`src/rtl/fm_pkg.sv`:
```
package fm_pkg;
  typedef enum logic {
    SUB_READBACK = 1'b0,
    SUB_ERASE    = 1'b1
  } fm_sub_e;

  typedef struct packed {
    logic mode_wr;
    logic key_wr;
  } fm_wr_kind_t;
endpackage

```
`src/rtl/fm_mode_reg.sv`:
```
module fm_mode_reg
  import fm_pkg::*;
#(
  parameter int          DATA_W     = 8,
  parameter logic [DATA_W-1:0] ERASE_CODE = 8'hD1,
  parameter logic [DATA_W-1:0] RB_CODE    = 8'h2E,
  parameter logic [DATA_W-1:0] KEY_CODE   = 8'h96
) (
  input  logic              clk,
  input  logic              rst_n,
  input  logic              beat_valid,
  input  logic              beat_spi,
  input  logic              beat_sel,
  input  logic [DATA_W-1:0] beat_data,
  output fm_wr_kind_t       kind,
  output logic              key_match,
  output logic              code_erase,
  output logic              code_rb,
  output logic [DATA_W-1:0] code_q
);
  // Processor-side beats never reach either register.
  always_comb begin
    kind.mode_wr = beat_valid && beat_spi && !beat_sel;
    kind.key_wr  = beat_valid && beat_spi &&  beat_sel;
  end

  assign key_match  = (beat_data == KEY_CODE);
  assign code_erase = (code_q == ERASE_CODE);
  assign code_rb    = (code_q == RB_CODE);

  always_ff @(posedge clk or negedge rst_n) begin
    if (!rst_n)            code_q <= '0;
    else if (kind.mode_wr) code_q <= beat_data;
    else if (kind.key_wr)  code_q <= '0;
  end
endmodule

```
`src/rtl/fm_gate.sv`:
```
module fm_gate #(
  parameter int                UNLOCK_W   = 4,
  parameter logic [UNLOCK_W-1:0] UNLOCK_KEY = 4'b0010
) (
  input  logic                key_wr,
  input  logic                key_match,
  input  logic                code_erase,
  input  logic                code_rb,
  input  logic                active,
  input  logic                secure,
  input  logic                dbg_en,
  input  logic                preboot,
  input  logic                supply_ok,
  input  logic [UNLOCK_W-1:0] unlock_code,
  output logic                enter,
  output logic                enter_erase
);
  logic pre_ok, code_ok;

  always_comb begin
    pre_ok  = dbg_en && !preboot && supply_ok && (unlock_code == UNLOCK_KEY);
    // Secure state leaves only the erase variant reachable.
    code_ok = code_erase || (code_rb && !secure);
    enter   = key_wr && key_match && !active && pre_ok && code_ok;
    enter_erase = code_erase;
  end
endmodule

```
`src/rtl/fm_latch.sv`:
```
module fm_latch
  import fm_pkg::*;
(
  input  logic    clk,
  input  logic    rst_n,
  input  logic    enter,
  input  logic    enter_erase,
  input  logic    secure_set,
  input  logic    erase_done,
  output logic    active,
  output fm_sub_e sub,
  output logic    rst_pulse,
  output logic    erase_pulse,
  output logic    secure
);
  always_ff @(posedge clk or negedge rst_n) begin
    if (!rst_n) begin
      active      <= 1'b0;
      sub         <= SUB_READBACK;
      rst_pulse   <= 1'b0;
      erase_pulse <= 1'b0;
    end else begin
      rst_pulse   <= enter;
      erase_pulse <= enter && enter_erase;
      if (enter) begin
        active <= 1'b1;
        sub    <= enter_erase ? SUB_ERASE : SUB_READBACK;
      end
    end
  end

  always_ff @(posedge clk or negedge rst_n) begin
    if (!rst_n)          secure <= 1'b0;
    else if (erase_done) secure <= 1'b0;
    else if (secure_set) secure <= 1'b1;
  end
endmodule

```
`src/rtl/fm_entry_seq.sv`:
```
module fm_entry_seq
  import fm_pkg::*;
#(
  parameter int                  DATA_W     = 8,
  parameter int                  UNLOCK_W   = 4,
  parameter logic [DATA_W-1:0]   ERASE_CODE = 8'hD1,
  parameter logic [DATA_W-1:0]   RB_CODE    = 8'h2E,
  parameter logic [DATA_W-1:0]   KEY_CODE   = 8'h96,
  parameter logic [UNLOCK_W-1:0] UNLOCK_KEY = 4'b0010
) (
  input  logic                clk,
  input  logic                rst_n,
  input  logic                wr_valid,
  output logic                wr_ready,
  input  logic                wr_src_spi,
  input  logic                wr_sel,
  input  logic [DATA_W-1:0]   wr_data,
  input  logic                dbg_en,
  input  logic                preboot,
  input  logic                supply_ok,
  input  logic [UNLOCK_W-1:0] unlock_code,
  input  logic                secure_set,
  input  logic                erase_done,
  output logic [DATA_W-1:0]   mode_code,
  output logic                mode_active,
  output logic                mode_erase,
  output logic                cpu_halt,
  output logic                ce_disable,
  output logic                flash_rst,
  output logic                erase_start,
  output logic                secure
);
  fm_wr_kind_t kind;
  logic        key_match, code_erase, code_rb, enter, enter_erase;
  fm_sub_e     sub;

  assign wr_ready = 1'b1;

  fm_mode_reg #(
    .DATA_W(DATA_W), .ERASE_CODE(ERASE_CODE), .RB_CODE(RB_CODE), .KEY_CODE(KEY_CODE)
  ) u_mode_reg (
    .clk(clk), .rst_n(rst_n),
    .beat_valid(wr_valid && wr_ready), .beat_spi(wr_src_spi),
    .beat_sel(wr_sel), .beat_data(wr_data),
    .kind(kind), .key_match(key_match),
    .code_erase(code_erase), .code_rb(code_rb), .code_q(mode_code)
  );

  fm_gate #(.UNLOCK_W(UNLOCK_W), .UNLOCK_KEY(UNLOCK_KEY)) u_gate (
    .key_wr(kind.key_wr), .key_match(key_match),
    .code_erase(code_erase), .code_rb(code_rb),
    .active(mode_active), .secure(secure),
    .dbg_en(dbg_en), .preboot(preboot), .supply_ok(supply_ok),
    .unlock_code(unlock_code),
    .enter(enter), .enter_erase(enter_erase)
  );

  fm_latch u_latch (
    .clk(clk), .rst_n(rst_n),
    .enter(enter), .enter_erase(enter_erase),
    .secure_set(secure_set), .erase_done(erase_done),
    .active(mode_active), .sub(sub),
    .rst_pulse(flash_rst), .erase_pulse(erase_start), .secure(secure)
  );

  assign mode_erase = (sub == SUB_ERASE);
  assign cpu_halt   = mode_active;
  assign ce_disable = mode_active;
endmodule

```
`config.mk`:
```
export PLATFORM = sky130hd
export DESIGN_NAME = fm_entry_seq
export DESIGN_NICKNAME = d
export VERILOG_FILES = /design/src/rtl/fm_pkg.sv /design/src/rtl/fm_mode_reg.sv /design/src/rtl/fm_gate.sv /design/src/rtl/fm_latch.sv /design/src/rtl/fm_entry_seq.sv
export SDC_FILE = /design/constraint.sdc
export NUM_CORES = 1
export LEC_CHECK = 0
export ABC_AREA = 1
export BUFFER_PORTS_ARGS = -buffer_cell sky130_fd_sc_hd__buf_2
export CAP_MARGIN = 20
export CELL_PAD_IN_SITES_DETAIL_PLACEMENT = 0
export CELL_PAD_IN_SITES_GLOBAL_PLACEMENT = 1
export CORE_AREA = 2 2 52 54
export DETAILED_ROUTE_END_ITERATION = 10
export DIE_AREA = 0 0 54 56
export HOLD_SLACK_MARGIN = 0.02
export PLACE_DENSITY = 0.87
export SKIP_LAST_GASP = 1
export SLEW_MARGIN = 20
export SYNTH_ARGS = -nofsm -noshare
export SYNTH_HDL_FRONTEND = slang
export SYNTH_SLANG_ARGS = --single-unit
```
`constraint.sdc`:
```
create_clock -name clk -period 1.35 [get_ports clk]
set_input_delay 0.2025 -clock clk [delete_from_list [all_inputs] [get_ports clk]]
set_output_delay 0.2025 -clock clk [all_outputs]
set_load 0.02 [all_outputs]
```
Word level (Yosys, flattened, before mapping)
Cells that the tools add are included.
{"block": "totals", "reg_bits": 13, "inputBits": 22, "out_inout_bits": 16, "elab_cells": 34}
{"block": "op_classes", "eq_ne": 4, "muxes": 5, "reduce_logical": 19}
{"op": "$eq 8x8->1 const B", "count": 2}
{"op": "$mux 8", "count": 2}
{"op": "$logic_and 1x1->1", "count": 12}
{"op": "$eq 8x6->1 const B", "count": 1}
{"op": "$eq 4x2->1 const B", "count": 1}
{"op": "$logic_not 1->1", "count": 4}
{"op": "$reduce_bool 2->1", "count": 2}
{"op": "$mux 1", "count": 3}
{"op": "$logic_or 1x1->1", "count": 1}

Longest topological paths before layout
Gate-level depths: netlist (run 1).
{"block": "depth", "ltp_word": 7, "ltp_mapped": 8}

Cells and area by module
A second synthesis (run 1) with hierarchy kept.
{"block": "unflattened", "cells_unflattened": 105, "area_unflattened_um2": 743.2}
{"mod": "fm_mode_reg", "instances": 1, "cells_each": 68, "area_per_inst_um2": 479.2, "seq_area_each_um2": 200.2}
{"mod": "fm_latch", "instances": 1, "cells_each": 13, "area_per_inst_um2": 157.7, "seq_area_each_um2": 125.1}
{"mod": "fm_gate", "instances": 1, "cells_each": 20, "area_per_inst_um2": 80.1, "seq_area_each_um2": 0.0}
{"mod": "fm_entry_seq", "instances": 1, "cells_each": 4, "area_per_inst_um2": 26.3, "seq_area_each_um2": 0.0}

Worst setup path before layout (run 1)
No wires, ideal clock.
{"block": "synth_path", "kind": "register to register", "start": "register u_latch.active", "end": "register u_latch.sub", "setup_time_ns": 0.118, "arrival_ns": 1.035, "slack_ns": 0.197, "stages_incl_launch_ff": 9, "path_buffers": 0, "path_cell_list": "dfrtp_1 > inv_1 > nand2_1 > nor2_1 > nand3_2 > nor2_2 > nand2_1 > nand2_1 > nand2_1"}
{"block": "synth_between", "elab_chain_cells": 4}
{"element": "from (decl)", "line_no": "fm_latch.sv:10", "rtl": "output logic active,"}
{"element": "from (signal assigned)", "line_no": "fm_latch.sv:18", "rtl": "active <= 1'b0;"}
{"element": "from (signal assigned)", "line_no": "fm_latch.sv:26", "rtl": "active <= 1'b1;"}
{"element": "$logic_not 1->1", "line_no": "fm_gate.sv:24", "rtl": "enter = key_wr && key_match && !active && pre_ok && code_ok;"}
{"element": "$logic_and 1x1->1 (3 in a row)", "line_no": "fm_gate.sv:24"}
{"element": "to (signal assigned)", "line_no": "fm_latch.sv:27", "rtl": "sub <= enter_erase ? SUB_ERASE : SUB_READBACK;"}
{"element": "to (decl)", "line_no": "fm_latch.sv:11", "rtl": "output fm_sub_e sub,"}
Every way passes these cells.
A chain may end at the register's enable or synchronous reset.

Final worst setup path (run 1)
Ends and elaborated chain as after synthesis.

==> results of run 1 <==
==> power breakdown <==
| group | switching [uW] | total, uW | internal, uW |
|---|---|---|---|
| Sequential | 25.9 | 443 | 417 |
| Combinational | 119 | 201 | 82.2 |
| Clock | 117 | 231 | 114 |
==> cells by family (layout without fill, tap and decap cells) <==
kind of cell	after synthesis	count (layout)	share of synthesized area
and+or+nand+nor	39	39	0.261
buffers and inverters	25	62	0.157
DFF	13	13	0.453
AOI/OAI and AO/OA	8	8	0.124
other	1	1	0.00522
==> metal layers <==
metal  global-route usage  vias to the layer above  wire, um
li1                     -                      325         -
met1                0.107                      274       611
met2                0.185                       22       718
met3               0.0161                        2        97
met4               0.0536                        0        12
met5                    0                        -         0
==> final timing paths <==
check / start / end / cells after the start / slack, ns
worst max-delay path: u_latch.active / u_latch.sub / 8 / 0.18
worst min-delay path: erase_done / u_latch.secure / 2 / 0.08
worst max register to register: u_latch.active / u_latch.sub / 8 / 0.18
worst min register to register: u_latch.sub / u_latch.sub / 2 / 0.47
max in group asynchronous: rst_n / u_latch.rst_pulse / 2 / 0.78
min in group asynchronous: rst_n / u_mode_reg.code_q[0] / 2 / 0.34
==> critical path, cell delays in order (launching register included) <==
cell	delay, ns
dfrtp_1	0.40
inv_1	0.07
nand2_1	0.05
nor2_1	0.11
nand3_2	0.09
nor2_2	0.12
nand2_1	0.11
nand2_1	0.07
nand2_1	0.04
==> synth_stat cells <==
| library cell | n | area [sq um] |
|---|---|---|
| nand2_1 | 22 | 82.6 |
| inv_1 | 17 | 63.8 |
| dfrtp_1 | 13 | 325 |
| nor2_1 | 7 | 26.3 |
| o22ai_2 | 5 | 62.6 |
| inv_2 | 4 | 15.0 |
| buf_4 | 3 | 22.5 |
| nor3_2 | 3 | 30.0 |
| o21ai_2 | 3 | 26.3 |
| nand3_2 | 2 | 20.0 |
| buf_6 | 1 | 11.3 |
| conb_1 | 1 | 3.75 |
| nand2_2 | 1 | 6.26 |
| nand3_1 | 1 | 5.00 |
| nor2_2 | 1 | 6.26 |
| nor3_1 | 1 | 5.00 |
| or2_1 | 1 | 6.26 |
==> through the flow <==
stage,power (uW),std cells,util
final,875,153,0.386
after global routing,929,153,0.386
after CTS,884,153,0.386
after detailed placement,652,148,0.371
after global placement,648,148,0.371
after floorplan,573,86,-
==> final cells by class <==
class / instances / area (sq um) / share of cell area
clock buffer: 4 / 26.3 / 0.0280
timing repair buffer: 37 / 190 / 0.203
sequential: 13 / 325 / 0.347
tap: 30 / 37.5 / 0.0400
inverter: 21 / 78.8 / 0.0840
multi-input combinational: 48 / 280 / 0.299
==> registers in the layout, indices dropped and copies added, names as in the netlist <==
signal,cells
u_latch.active,1
u_latch.erase_pulse,1
u_latch.rst_pulse,1
u_latch.secure,1
u_latch.sub,1
u_mode_reg.code_q,8
==> impl_metrics.tcl, run 1 <==
set metrics [dict create \
    outcome "finished clean" \
    hold_ws_ns 0.0774 \
    ys.warnings.count 0 \
    avgSynthCellArea_sq_um 8.35 \
    layout_commonest_cell "buf_2" \
    worst_slack_ns 0.184 \
    drtIter0Drc 0 \
    layout_common_cells "buf_2, nand2_1, inv_1" \
    ir_drop_v 0.000343 \
    cp.arrival_ns 1.33 \
    start_util 0.295 \
    crit_type "register to register" \
    vias_per_cell 4.07 \
    post-route-min-period_ns 1.17 \
    num_vias 623 \
    path_clk_slew_ns 0.07 \
    tns_ns 0 \
    grt_pass1_wl_um 2280 \
    worstPathRequired_ns 1.51 \
    io_buffers 36 \
    worstSkewPairLatency_ns 0.27 \
    first_global_vias 584 \
    cts_tree "built" \
    grt_max_degree 14 \
    fin_crit_sh 0.864 \
    place_ws_ns 0.183 \
    path_max_fanout 4 \
    grt_overflow_total 0 \
    worstSetupEndpointType "register" \
    drv_cap 0 \
    ys_seq_area_frac 0.453 \
    synth_cell_types 17 \
    dpl.hpwl_um 1250 \
    placed_area_sq_um 902 \
    cts_hold_buf 1 \
    power_density_nw_per_um2 932 \
    cts_resized 0 \
    root_buffer "clkbuf_4" \
    drv_slew 0 \
    synth_seq_cells 13 \
    diodes 0 \
    routed_wl_um 1440 \
    syn_area_sq_um 718 \
    die_w_um 54 \
    ios 38 \
    skew_ns 0.00461 \
    setup_violations 0 \
    cts_setup_buffers 0 \
    drive_gt1_frac 0.472 \
    drc_errors 0 \
    startpoint_type "register" \
    min_path_type "input port to register" \
    wl_per_cell_um 9.41 \
    grt_use_total 0.102 \
    clock_sinks 13 \
    die_y_um 56 \
    syn_to_final_growth_pct 30.7 \
    coreArea_sq_um 2430 \
    ant_nets 0 \
    fmax_mhz 858 \
    htreeDepth 1 \
    final_cell_area_sq_um 938 \
    place.gp.congestion 0.728 \
    synth_fp_nets 108 \
    rsz0062_at_grt "false" \
    clock_path_buffers 2 \
    nets 146 \
    die-area_sq_um 3020 \
    antenna_found_initial 0 \
    power_leakage_uw 0.000549 \
    drtPass1Iterations 1 \
    hold_viol 0 \
    syn_inst 86 \
    nFillCells 276 \
    cts_buffers 3 \
    num_rows 18 \
]
Power figures use the tool's default switching activity.
==> run 2, diff against run 1 <==
Settings changed: CELL_PAD_IN_SITES_DETAIL_PLACEMENT 0 to default, CELL_PAD_IN_SITES_GLOBAL_PLACEMENT 1 to default, CORE_AREA 2 2 52 54 to 2 2 44 46, DIE_AREA 0 0 54 56 to 0 0 46 48.
==> run 2 against run 1 <==
  * Power increased by 0.68%
  * Cell count shrank 8.5%
  * Hold slack worse by 0.0055 ns
  * Combinational power about the same
  * Core utilization increased by 16 points
  * Sequential power barely moved
  * Setup slack worse by 0.020 ns
  * Global-route usage grew 5.0 points
==> impl_metrics.tcl, run 2 (synthesis results as in run 1) <==
set metrics [dict create \
    crit_slowest_cell "dfrtp_1" \
    min_path_type "input port to register" \
    power_density_nw_per_um2 955 \
    ios 38 \
    layout_common_cells "buf_2, nand2_1, inv_1" \
    critPathMostFrequentCell "nand2_1" \
    root_buffer "clkbuf_4" \
    layout_commonest_cell "buf_2" \
    startpoint_type "register" \
    hold_viol 0 \
    crit_type "register to register" \
    cts_setup_buffers 0 \
    worst_slack_ns 0.164 \
    path_clk_slew_ns 0.08 \
    place_ws_ns 0.189 \
    top_register "u_mode_reg.code_q" \
    grt_pass1_wl_um 2290 \
    htreeDepth 1 \
    drv_cap 0 \
    place.gp.congestion 0.779 \
    tns_ns 0 \
    routed_wl_um 1480 \
    worstSetupEndpointType "register" \
    die-area_sq_um 2210 \
    num_vias 655 \
    dpl.hpwl_um 1240 \
    drc_errors 0 \
    rsz0062_at_grt "false" \
    setup_violations 0 \
    die_y_um 48 \
    fin_crit_sh 0.879 \
    grt_use_total 0.151 \
    outcome "finished clean" \
    drtPass1Iterations 4 \
    vias_per_cell 4.68 \
    diodes 0 \
    clock_path_buffers 2 \
    num_rows 15 \
    worstPathRequired_ns 1.52 \
    ir_drop_v 0.000358 \
    syn_to_final_growth_pct 28.4 \
    worstSkewPairLatency_ns 0.27 \
    cpLargestDelayFamily "simple AND/OR/NAND/NOR gates" \
    io_buffers 36 \
    cts_resized 0 \
    path_cells "inv_1 > nand2_1 > nor2_1 > nand3_2 > nor2_2 > nand2_1 > nand2_1 > nand2_1" \
    drive_gt1_frac 0.472 \
    grt_overflow_total 0 \
    cts_tree "built" \
    post-route-min-period_ns 1.19 \
    largest_reg_flops 8 \
    cts_hold_buf 1 \
    antenna_found_initial 0 \
    grt_max_degree 14 \
    nets 146 \
    wl_per_cell_um 10.6 \
    drtIter0Drc 10 \
    power_leakage_uw 0.000549 \
    ant_nets 0 \
    cp.arrival_ns 1.36 \
    crit_path_max_incr_delay_ns 0.41 \
    skew_ns 0.00505 \
    coreArea_sq_um 1690 \
    fmax_mhz 843 \
    cts_buffers 3 \
    drv_slew 0 \
    die_w_um 46 \
    path_max_fanout 4 \
    path_buf_inv 1 \
    start_util 0.425 \
    clock_sinks 13 \
    first_global_vias 585 \
]
[run 2: cell counts in the layout (fill, tap and decap cells not counted)]
No cell type changed its count.
[run 2: per-layer routing]
| layer | share of wire | vias to the layer above | track usage |
|---|---|---|---|
| li1 | - | 329 | - |
| met1 | 0.38 | 296 | 0.152 |
| met2 | 0.53 | 26 | 0.269 |
| met3 | 0.059 | 4 | 0.0377 |
| met4 | 0.024 | 0 | 0.114 |
| met5 | 0 | - | 0 |
[run 2: cell type report]
class / instances / area, sq um
clock buffer: 4 / 26.3
fill: 161 / 767
inverter: 21 / 78.8
multi-input combinational: 48 / 280
sequential: 13 / 325
tap: 17 / 21.3
timing repair buffer: 37 / 190
[run 2: stage by stage]
| stage | utilization | cells | instance area (sq um) | hold slack, ns | total power [uW] |
|---|---|---|---|---|---|
| final | 0.546 | 140 | 922 | 0.0719 | 881 |
| after global routing | 0.546 | 140 | 922 | 0.0652 | 922 |
| after CTS | 0.546 | 140 | 922 | 0.0634 | 893 |
| after detailed placement | 0.524 | 135 | 886 | 0.0997 | 654 |
| after global placement | 0.524 | 135 | 886 | 0.0950 | 646 |
| after floorplan | - | 86 | 718 | -0.0931 | 573 |
[run 2: final timing paths]
| path | from | cells after the start | end | slack (ns) |
|---|---|---|---|---|
| worst max-delay path | u_latch.active | 8 | u_latch.sub | 0.16 |
| worst min-delay path | erase_done | 2 | u_latch.secure | 0.07 |
| worst max register to register | u_latch.active | 8 | u_latch.sub | 0.16 |
| worst min register to register | u_latch.sub | 2 | u_latch.sub | 0.48 |
| max in group asynchronous | rst_n | 2 | u_mode_reg.code_q[5] | 0.78 |
| min in group asynchronous | rst_n | 2 | u_mode_reg.code_q[7] | 0.34 |
[run 2: worst reg2reg max path, delay by kind of cell (launching register included)]
kind          cells  cell delay, ns
simple gates      7            0.59
buf+inv           1            0.09
flops             1            0.41
[run 2: report_power, final]
| group | switching, uW | total, uW | internal [uW] |
|---|---|---|---|
| logic | 121 | 204 | 82.3 |
| registers | 26.1 | 443 | 417 |
| clock network | 120 | 234 | 114 |
| total | 267 | 881 | 614 |
